--- src/rtl/pfm_pkg.sv ---
package pfm_pkg;

  localparam logic [11:0] CSR_LO_BASE = 12'hB20;
  localparam logic [11:0] CSR_HI_BASE = 12'hBA0;
  localparam int          NUM_COUNTS  = 3;

  localparam int IDX_UNIQUE = 0;
  localparam int IDX_UNUSED = 1;
  localparam int IDX_LATE   = 2;

  typedef struct packed {
    logic incUnique;
    logic incLate;
    logic evictChk;
    logic fillWr;
    logic fillPf;
    logic useMark;
  } pfm_strobe_t;

endpackage

--- src/rtl/pfm_sat_counter.sv ---
module pfm_sat_counter #(
  parameter int CNT_W = 64
) (
  input  logic             clk,
  input  logic             rst,
  input  logic             inc,
  output logic [CNT_W-1:0] value
);

  localparam logic [CNT_W-1:0] MAX_VAL = {CNT_W{1'b1}};

  always_ff @(posedge clk) begin
    if (rst) begin
      value <= '0;
    end else if (inc && (value != MAX_VAL)) begin
      value <= value + CNT_W'(1);
    end
  end

endmodule

--- src/rtl/pfm_ctrl.sv ---
module pfm_ctrl #(
  parameter int NUM_SETS = 16,
  parameter int NUM_WAYS = 4,
  parameter int TAG_W    = 8,
  localparam int SET_W   = $clog2(NUM_SETS),
  localparam int WAY_W   = $clog2(NUM_WAYS),
  localparam int LINES   = NUM_SETS * NUM_WAYS,
  localparam int LINE_W  = $clog2(LINES)
) (
  input  logic                 reqFire,
  input  logic [TAG_W-1:0]     reqTag,
  input  logic                 reqHit,
  input  logic [SET_W-1:0]     reqSet,
  input  logic [WAY_W-1:0]     reqWay,
  input  logic                 mshrMatch,
  input  logic                 mshrMatchPf,
  input  logic                 mreqPush,
  input  logic [TAG_W-1:0]     mreqTag,
  input  logic                 fillValid,
  input  logic                 fillIsPf,
  input  logic [SET_W-1:0]     fillSet,
  input  logic [WAY_W-1:0]     fillWay,
  input  logic                 evictValid,
  input  logic [SET_W-1:0]     evictSet,
  input  logic [WAY_W-1:0]     evictWay,
  output pfm_pkg::pfm_strobe_t strobe,
  output logic [LINE_W-1:0]    useIdx,
  output logic [LINE_W-1:0]    fillIdx,
  output logic [LINE_W-1:0]    evictIdx
);

  logic reqIsPf;
  logic missIsPf;

  // Prefetch flag rides in the lowest tag bit.
  assign reqIsPf  = reqTag[0];
  assign missIsPf = mreqTag[0];

  function automatic logic [LINE_W-1:0] lineOf(input logic [SET_W-1:0] s,
                                               input logic [WAY_W-1:0] w);
    return LINE_W'(s) * LINE_W'(NUM_WAYS) + LINE_W'(w);
  endfunction

  always_comb begin
    strobe.incUnique = mreqPush & missIsPf;
    strobe.incLate   = reqFire & reqIsPf & mshrMatch & ~mshrMatchPf;
    strobe.evictChk  = evictValid;
    strobe.fillWr    = fillValid;
    strobe.fillPf    = fillIsPf;
    strobe.useMark   = reqFire & reqHit & ~reqIsPf;
  end

  assign useIdx   = lineOf(reqSet, reqWay);
  assign fillIdx  = lineOf(fillSet, fillWay);
  assign evictIdx = lineOf(evictSet, evictWay);

endmodule

--- src/rtl/pfm_datapath.sv ---
module pfm_datapath #(
  parameter int NUM_SETS = 16,
  parameter int NUM_WAYS = 4,
  parameter int CNT_W    = 64,
  localparam int LINES   = NUM_SETS * NUM_WAYS,
  localparam int LINE_W  = $clog2(LINES)
) (
  input  logic                                     clk,
  input  logic                                     rst,
  input  pfm_pkg::pfm_strobe_t                     strobe,
  input  logic [LINE_W-1:0]                        useIdx,
  input  logic [LINE_W-1:0]                        fillIdx,
  input  logic [LINE_W-1:0]                        evictIdx,
  output logic [pfm_pkg::NUM_COUNTS-1:0][CNT_W-1:0] countVal
);

  import pfm_pkg::*;

  logic [LINES-1:0]      pfBits;
  logic [LINES-1:0]      usedBits;
  logic                  incUnused;
  logic [NUM_COUNTS-1:0] incVec;

  // Judged on the flags held before this edge, so a same-cycle fill cannot mask it.
  assign incUnused = strobe.evictChk & pfBits[evictIdx] & ~usedBits[evictIdx];

  genvar li;
  generate
    for (li = 0; li < LINES; li++) begin : g_line
      logic fillHere;
      logic evictHere;
      logic useHere;

      assign fillHere  = strobe.fillWr   && (fillIdx  == LINE_W'(li));
      assign evictHere = strobe.evictChk && (evictIdx == LINE_W'(li));
      assign useHere   = strobe.useMark  && (useIdx   == LINE_W'(li));

      always_ff @(posedge clk) begin
        if (rst) begin
          pfBits[li]   <= 1'b0;
          usedBits[li] <= 1'b0;
        end else if (fillHere) begin
          pfBits[li]   <= strobe.fillPf;
          usedBits[li] <= 1'b0;
        end else if (evictHere) begin
          pfBits[li]   <= 1'b0;
          usedBits[li] <= 1'b0;
        end else if (useHere) begin
          usedBits[li] <= 1'b1;
        end
      end
    end
  endgenerate

  always_comb begin
    incVec             = '0;
    incVec[IDX_UNIQUE] = strobe.incUnique;
    incVec[IDX_UNUSED] = incUnused;
    incVec[IDX_LATE]   = strobe.incLate;
  end

  genvar ci;
  generate
    for (ci = 0; ci < NUM_COUNTS; ci++) begin : g_cnt
      pfm_sat_counter #(.CNT_W(CNT_W)) uCnt (
        .clk   (clk),
        .rst   (rst),
        .inc   (incVec[ci]),
        .value (countVal[ci])
      );
    end
  endgenerate

endmodule

--- src/rtl/pfm_csr_read.sv ---
module pfm_csr_read #(
  parameter int CNT_W = 64
) (
  input  logic                                     clk,
  input  logic                                     rst,
  input  logic [11:0]                              csrAddr,
  input  logic [pfm_pkg::NUM_COUNTS-1:0][CNT_W-1:0] countVal,
  output logic [31:0]                              csrRdData
);

  import pfm_pkg::*;

  logic [NUM_COUNTS-1:0][63:0] wideVal;
  logic [31:0]                 rdNext;

  genvar wi;
  generate
    for (wi = 0; wi < NUM_COUNTS; wi++) begin : g_wide
      assign wideVal[wi] = 64'(countVal[wi]);
    end
  endgenerate

  always_comb begin
    rdNext = '0;
    for (int i = 0; i < NUM_COUNTS; i++) begin
      if (csrAddr == CSR_LO_BASE + 12'(i)) rdNext = wideVal[i][31:0];
      if (csrAddr == CSR_HI_BASE + 12'(i)) rdNext = wideVal[i][63:32];
    end
  end

  always_ff @(posedge clk) begin
    if (rst) csrRdData <= '0;
    else     csrRdData <= rdNext;
  end

endmodule

--- src/rtl/pfm_monitor.sv ---
module pfm_monitor #(
  parameter int NUM_SETS = 16,
  parameter int NUM_WAYS = 4,
  parameter int TAG_W    = 8,
  parameter int CNT_W    = 64,
  localparam int SET_W   = $clog2(NUM_SETS),
  localparam int WAY_W   = $clog2(NUM_WAYS),
  localparam int LINE_W  = $clog2(NUM_SETS * NUM_WAYS)
) (
  input  logic             clk,
  input  logic             rst,
  input  logic             reqFire,
  input  logic [TAG_W-1:0] reqTag,
  input  logic             reqHit,
  input  logic [SET_W-1:0] reqSet,
  input  logic [WAY_W-1:0] reqWay,
  input  logic             mshrMatch,
  input  logic             mshrMatchPf,
  input  logic             mreqPush,
  input  logic [TAG_W-1:0] mreqTag,
  input  logic             fillValid,
  input  logic             fillIsPf,
  input  logic [SET_W-1:0] fillSet,
  input  logic [WAY_W-1:0] fillWay,
  input  logic             evictValid,
  input  logic [SET_W-1:0] evictSet,
  input  logic [WAY_W-1:0] evictWay,
  input  logic [11:0]      csrAddr,
  output logic [31:0]      csrRdData
);

  pfm_pkg::pfm_strobe_t                      strobe;
  logic [LINE_W-1:0]                         useIdx;
  logic [LINE_W-1:0]                         fillIdx;
  logic [LINE_W-1:0]                         evictIdx;
  logic [pfm_pkg::NUM_COUNTS-1:0][CNT_W-1:0] countVal;

  pfm_ctrl #(.NUM_SETS(NUM_SETS), .NUM_WAYS(NUM_WAYS), .TAG_W(TAG_W)) uCtrl (
    .reqFire     (reqFire),
    .reqTag      (reqTag),
    .reqHit      (reqHit),
    .reqSet      (reqSet),
    .reqWay      (reqWay),
    .mshrMatch   (mshrMatch),
    .mshrMatchPf (mshrMatchPf),
    .mreqPush    (mreqPush),
    .mreqTag     (mreqTag),
    .fillValid   (fillValid),
    .fillIsPf    (fillIsPf),
    .fillSet     (fillSet),
    .fillWay     (fillWay),
    .evictValid  (evictValid),
    .evictSet    (evictSet),
    .evictWay    (evictWay),
    .strobe      (strobe),
    .useIdx      (useIdx),
    .fillIdx     (fillIdx),
    .evictIdx    (evictIdx)
  );

  pfm_datapath #(.NUM_SETS(NUM_SETS), .NUM_WAYS(NUM_WAYS), .CNT_W(CNT_W)) uData (
    .clk      (clk),
    .rst      (rst),
    .strobe   (strobe),
    .useIdx   (useIdx),
    .fillIdx  (fillIdx),
    .evictIdx (evictIdx),
    .countVal (countVal)
  );

  pfm_csr_read #(.CNT_W(CNT_W)) uCsr (
    .clk       (clk),
    .rst       (rst),
    .csrAddr   (csrAddr),
    .countVal  (countVal),
    .csrRdData (csrRdData)
  );

endmodule

--- config.mk ---
export PLATFORM = sky130hd
export DESIGN_NAME = pfm_monitor
export DESIGN_NICKNAME = d
export VERILOG_FILES = /design/src/rtl/pfm_pkg.sv /design/src/rtl/pfm_sat_counter.sv /design/src/rtl/pfm_ctrl.sv /design/src/rtl/pfm_datapath.sv /design/src/rtl/pfm_csr_read.sv /design/src/rtl/pfm_monitor.sv
export SDC_FILE = /design/constraint.sdc
export NUM_CORES = 1
export LEC_CHECK = 0
export BUFFER_PORTS_ARGS = -buffer_cell sky130_fd_sc_hd__buf_2
export CORE_ASPECT_RATIO = 0.5
export CORE_MARGIN = 8
export CORE_UTILIZATION = 45
export CTS_CLUSTER_SIZE = 24
export DETAILED_ROUTE_END_ITERATION = 16
export GPL_TIMING_DRIVEN = 0
export SLEW_MARGIN = 20
export SYNTH_ARGS = -nofsm -noshare
export SYNTH_HDL_FRONTEND = slang
export SYNTH_HIERARCHICAL = 1
export SYNTH_SLANG_ARGS = --single-unit
--- constraint.sdc ---
create_clock -name clk -period 4.2 [get_ports clk]
set_input_delay 0.84 -clock clk [delete_from_list [all_inputs] [get_ports clk]]
set_output_delay 0.84 -clock clk [all_outputs]
set_load 0.01 [all_outputs]
### Yosys cells after proc, flatten, opt, wreduce, memory -nomap -nowiden

Index checks and enable logic that the tools add are counted.

| storage, ports and cells | value |
|---|---|
| word-level logic and storage cells | 812 |
| memories kept | 0 |
| bits in read-only memories | 0 |
| output and inout port bits | 32 |
| register bits | 352 |
| memory bits (writable) | 0 |
| input port bits | 56 |
| bits in latches | 0 |

| cells by class | value |
|---|---|
| reductions and logical operators | 326 |
| shift-type cells | 0 |
| mux-type cells | 138 |
| multipliers | 0 |
| divide/modulo/power cells | 0 |
| equality and inequality tests | 198 |
| add/sub/neg operators | 6 |
| bitwise gates (word level) | 11 |
| order comparisons | 1 |

Operator list:

| operator | number |
|---|---|
| $eq 6x6->1 const B | 96 |
| $eq 6x5->1 const B | 48 |
| $logic_and 1x1->1 | 195 |
| $add 64x1->64 const B | 3 |
| $mux 32 | 6 |
| $ne 64x64->1 const B | 3 |
| $reduce_or 3->1 | 64 |
| $eq 6x4->1 const B | 24 |
| $mux 1 | 130 |
| $reduce_bool 2->1 | 64 |
| $eq 12x12->1 const B | 6 |
| $eq 6x3->1 const B | 12 |
| $eq 6x2->1 const B | 6 |
| $add 6x2->6 | 3 |
| $eq 6x1->1 const B | 3 |
| $logic_not 6->1 | 3 |
| $bmux 1 s6 | 2 |
| $and 1x1->1 | 8 |
| $lt 6x7->1 const B | 1 |
| $not 1->1 | 3 |

### Longest topological paths before layout

| depth | value |
|---|---|
| depth after elaboration | 7 |
| gate-level depth with buffers | 16 |
| depth with buffers taken out | 11 |

### Cells and area by module

Netlist, hierarchy kept.

By module, submodules not included:

| module | instances | sequential area each (um^2) | cells an instance | area each (um^2) |
|---|---|---|---|---|
| pfm_sat_counter at uData.g_cnt[0].uCnt ... | 2 | 1281.2 | 400 | 3385.7 |
| pfm_datapath | 1 | 2562.5 | 750 | 6399.9 |
| pfm_sat_counter at uData.g_cnt[2].uCnt | 1 | 1281.2 | 416 | 3463.3 |
| pfm_csr_read | 1 | 640.6 | 315 | 2497.4 |
| pfm_ctrl | 1 | 0.0 | 24 | 182.7 |

### Worst setup path before layout

OpenSTA, ideal clock, no wires.

| timing path | value |
|---|---|
| path kind | input to register |
| start | in evictWay[1] |
| end | reg uData.g_cnt[1].uCnt.value[49] |
| arrival | 3.672 ns |
| required time | 4.077 ns |
| setup time | 0.123 ns |
| stages | 16 |
| path slack | 0.405 ns |
| path buffers | 5 |
| cell sequence | buf_4 buf_2 buf_4 buf_4 mux4_2 and3_1 a31oi_1 nand4_1 a211oi_1 clkbuf_1 inv_1 nor2_1 nand4_1 a211o_2 nor3_1 mux2_1 |

| on the way | value |
|---|---|
| longest elaborated chain between the ends | 6 |
| elaborated cells on any way between the ends | 9 |
| classes of those cells | add/sub: 1; mux: 4; bitwise: 3; reduce/logical: 1 |

RTL lines:

| what | RTL line | RTL |
|---|---|---|
| start: declaration | pfm_monitor.sv:27 | `input logic [WAY_W-1:0] evictWay,` |
| $add 6x2->6 (*) | pfm_ctrl.sv:41 | `return LINE_W'(s) * LINE_W'(NUM_WAYS) + LINE_W'(w);` |
| $bmux 1 s6 | pfm_datapath.sv:25 | `assign incUnused = strobe.evictChk & pfBits[evictIdx] & ~usedBits[evictIdx];` |
| $mux 1 (not written as such) | pfm_datapath.sv:25 |  |
| $and 1x1->1 / $not 1->1 (equally long branches) | pfm_datapath.sv:25 |  |
| $and 1x1->1 (*) | pfm_datapath.sv:25 |  |
| named net uData.incUnused | pfm_datapath.sv:21 | `logic incUnused;` |
| $logic_and 1x1->1 (*) | pfm_sat_counter.sv:15 | `end else if (inc && (value != MAX_VAL)) begin` |
| end signal: assignment | pfm_sat_counter.sv:16 | `value <= value + CNT_W'(1);` |
| end: declaration | pfm_sat_counter.sv:7 | `output logic [CNT_W-1:0] value` |

Mark *: on every way through the listed nets, which the timed path passes. The rest lies on a longest branch. The select of a mux whose other input is x is not followed.
A chain may end at the register's enable or synchronous reset.

### Worst setup path in the final report

| timing path | value |
|---|---|
| start | in evictWay[1] |
| end | reg uData.g_cnt[1].uCnt.value[60] |

Same word-level chain as after synthesis.

==> reports/metrics.cfg <==
[cts]
cts_made_buffers = 36
clockBufferDepth = 3
cts.reportedPaths.clkPinSlew_ns = 0.06
postCtsHoldBufs = 0
clk_latency_ns = 0.54
cts_tree = built
h-tree-depth = 2
root_buffer = clkbuf_16
cts_num_sinks = 352

[min_path]
hold_end = uData/pfBits[31]
hp-class = flip-flop to flip-flop
min_from = uData/pfBits[31]
hold_depth = 2

[worst_setup_path]
path_max_fanout = 10
rr_startpoint = uData/usedBits[10]
worstSetupPathType = input pin to flip-flop
critPathLaunchType = input pin
reg2reg_depth = 11
worst_path_max_delay_cell = nor4b_1
reg2reg_to = uData/g_cnt[1].uCnt/value[60]
cp_cell_sequence = buf_4, buf_2, buf_4, buf_4, mux4_2, and3_1, a31oi_1, nand4_1, a211oi_2, clkbuf_2, and2_1, and4_1, nand2_1, nor4b_1, mux2_1
worstPathArrival_ns = 4.43
critPathMaxStageDelay_ns = 0.39
rrSetupSlack_ns = 0.86
cpMostUsedCell = buf_4
required_ns = 4.61
worstSetupEndpointType = flip-flop

[synth]
yosysWarnings = 6
postSynthCellCount = 2305
synth-edff-count = 0
yosysSeqAreaShare_pct = 36.48
ys_ff_latch = 352
avgSynthCellArea_um2 = 8.380
synth_flop_cell = dfxtp_1
ys_types = 86
synth.cell_area_um2 = 19310
syn_nets = 2364
async_flop_share_pct = 0

[flow_run]
cap_violations = 0

[global_routing]
grt_start_max_net_pins = 18
antenna_found_initial = 0
first_global_vias = 18016
grt_pass1_wl_mm = 108.1
grt_use_total_pct = 27.36
gr-total-overflow = 0

[detailed_routing]
drc = 0
ant_nets = 0
vias = 19071
totalWireLength_mm = 71.44
drtPass1Iterations = 8
wl_per_cell_um = 23.85
viasPerCell = 6.365
drt_iter0_markers = 2142

[floorplanning]
core_um2 = 42180
dieArea_um2 = 50210
start_util_pct = 45.80
io_pins = 88
rows = 53
die_h_um = 162.5
die_x_um = 309.0

[power]
totalPowerFinal_mw = 7.083
p_per_area_nw_per_um2 = 329.7
p_leak_nw = 7.447
max-vdd-ir-drop_uv = 283.2

[cells_and_area]
drive_above_1_share_pct = 11.86
diodes = 0
syn_to_final_growth_pct = 11.21
fill_cells = 4206
nets = 2453

[timing]
drv_slew = 0
worstMarginPinSlew_ns = 1.152
setup-tns-final_ns = 0
hold_ws_ns = 0.4490
setup_slack_ns = 0.1816
finalCriticalPeriod_ns = 4.018
fin_crit_sh_pct = 95.68
hold_viol = 0
slew_headroom_pct = 21.22
rsz0062_at_grt = no
max_freq_ghz = 0.2489
setup_viol = 0
skew_ns = 0.01737

[run_status]
status = finished, final reports clean

[placed_design]
pre_cts_ws_ns = -0.5384
port_buffers = 51
dp_hpwl_mm = 54.32
gp_congestion = 0.9923

## cell type report
type	count	area [um^2]	area share, %
multi-input combinational	1763	11330	52.76
clock buffer	43	968.4	4.508
tap	577	721.9	3.361
timing repair buffer	51	255.2	1.188
buffer	159	837.1	3.897
clock inverter	20	202.7	0.9436
inverter	31	116.4	0.5417
sequential	352	7047	32.81
## worst max path at each step
stage | startpoint | endpoint | slack (ns) | depth (start not counted)
after global placement | evictWay[1] | uData/g_cnt[1].uCnt/value[60] | -0.58 | 15
after CTS | evictWay[1] | uData/g_cnt[1].uCnt/value[49] | 0.02 | 16
after detailed placement | evictWay[1] | uData/g_cnt[1].uCnt/value[49] | -0.54 | 16
final | evictWay[1] | uData/g_cnt[1].uCnt/value[60] | 0.18 | 15
after floorplan | evictWay[1] | uData/g_cnt[1].uCnt/value[49] | 0.40 | 16
after global routing | evictWay[1] | uData/g_cnt[1].uCnt/value[60] | 0.01 | 15
## critical path, delay by kind of cell
family,cells,cell delay [ns]
AO/OA/AOI/OAI,2,0.53
multiplexers,2,0.73
buffers and inverters,5,1.10
AND/OR/NAND/NOR,6,1.20
## sequential cells by signal, summed over array words and instances (netlist names)
name / count
uCsr/csrRdData: 32
uData/pfBits: 64
uData/g_cnt.uCnt/value: 192
uData/usedBits: 64
## where the power goes
group	switching [mW]	leakage, nW	internal (mW)	total (mW)
sequential	0.00525	2.83	3.34	3.35
combinational	0.321	4.03	0.128	0.448
clock	1.44	0.578	1.85	3.29
total	1.77	7.45	5.32	7.08
## cells in the final DEF (no fill, tap or decap), drive strengths merged, types with 47 or more instances in the layout
cell type and n:
clkbuf 138, or3 47, nor4 77, a21oi 159
nand3 85, xor2 50, o21ai 106, nor2 335
nand4 80, mux2i 49, nor3 126, buf 115
nand2 133, dfxtp 352
## per-layer routing
metal,GRT usage [%],vias up,share of wire (%)
li1,-,8727,-
met1,35.77,9254,42
met2,45.05,885,45
met3,3.711,205,7.4
met4,12.17,0,5.1
met5,0,-,0
## kinds of logic after synthesis
group | after synthesis | share of synthesized area [%]
AOI/OAI and AO/OA | 473 | 16.12
xor gates and xnor gates | 85 | 3.854
muxes | 109 | 7.961
adders and majority gates | 3 | 0.1944
DFF | 352 | 36.48
buffers and inverters | 190 | 4.930
and+or+nand+nor | 1093 | 30.46
## synthesized netlist by cell type (7+ instances only)
cell type  count  share of area (%)
mux2_2        11               0.64
o221ai_1      15               0.68
nand4b_1      13               0.59
nand3b_1      11               0.43
or3_1         47                1.5
mux2i_1       49                2.5
nor4_1        64                2.1
and3_1        39                1.3
or4_1         23               0.89
dfxtp_1      352                 36
clkbuf_1      95                1.8
buf_1          7               0.14
nand4_2        7               0.45
nand4_1       69                2.2
inv_1         30               0.58
a2111oi_0      8               0.36
and2_1        13               0.42
mux2_1        12               0.70
nor3_1       123                3.2
nand3_1       85                2.2
o2111a_1      17               0.99
buf_4         30                1.2
a22o_1        44                2.0
a22oi_1        8               0.31
a21oi_1      158                4.1
mux4_2        31                3.6
o2111ai_1     10               0.45
and4_1        24                1.1
nor2_1       335                6.5
o22ai_1       32                1.0
xor2_1        50                2.3
o31ai_1       20               0.78
o211ai_1      10               0.39
or2_2          8               0.26
buf_2         15               0.39
nor2b_1       37                1.2
nand2_1      133                2.6
xnor2_1       35                1.6
o21ai_0       99                2.6
nand2b_1      15               0.49
a211oi_1       9               0.35
buf_6         10               0.58
nor4_2         7               0.45
## per-stage QoR
step / util, % / std cells / instance area, um^2
after floorplan: - / 2305 / 19310
after global placement: 48.11 / 2933 / 20290
after detailed placement: 48.13 / 2933 / 20300
after CTS: 50.90 / 2996 / 21470
after global routing: 50.93 / 2996 / 21480
final: 50.93 / 2996 / 21480
## timing repair
item / 4_1_cts / 5_1_grt
setup buffers: 0 / 0
gates resized for setup: 0 / 3
setup endpoints to repair: 0 / 19
(Power assumes the default switching activity.)
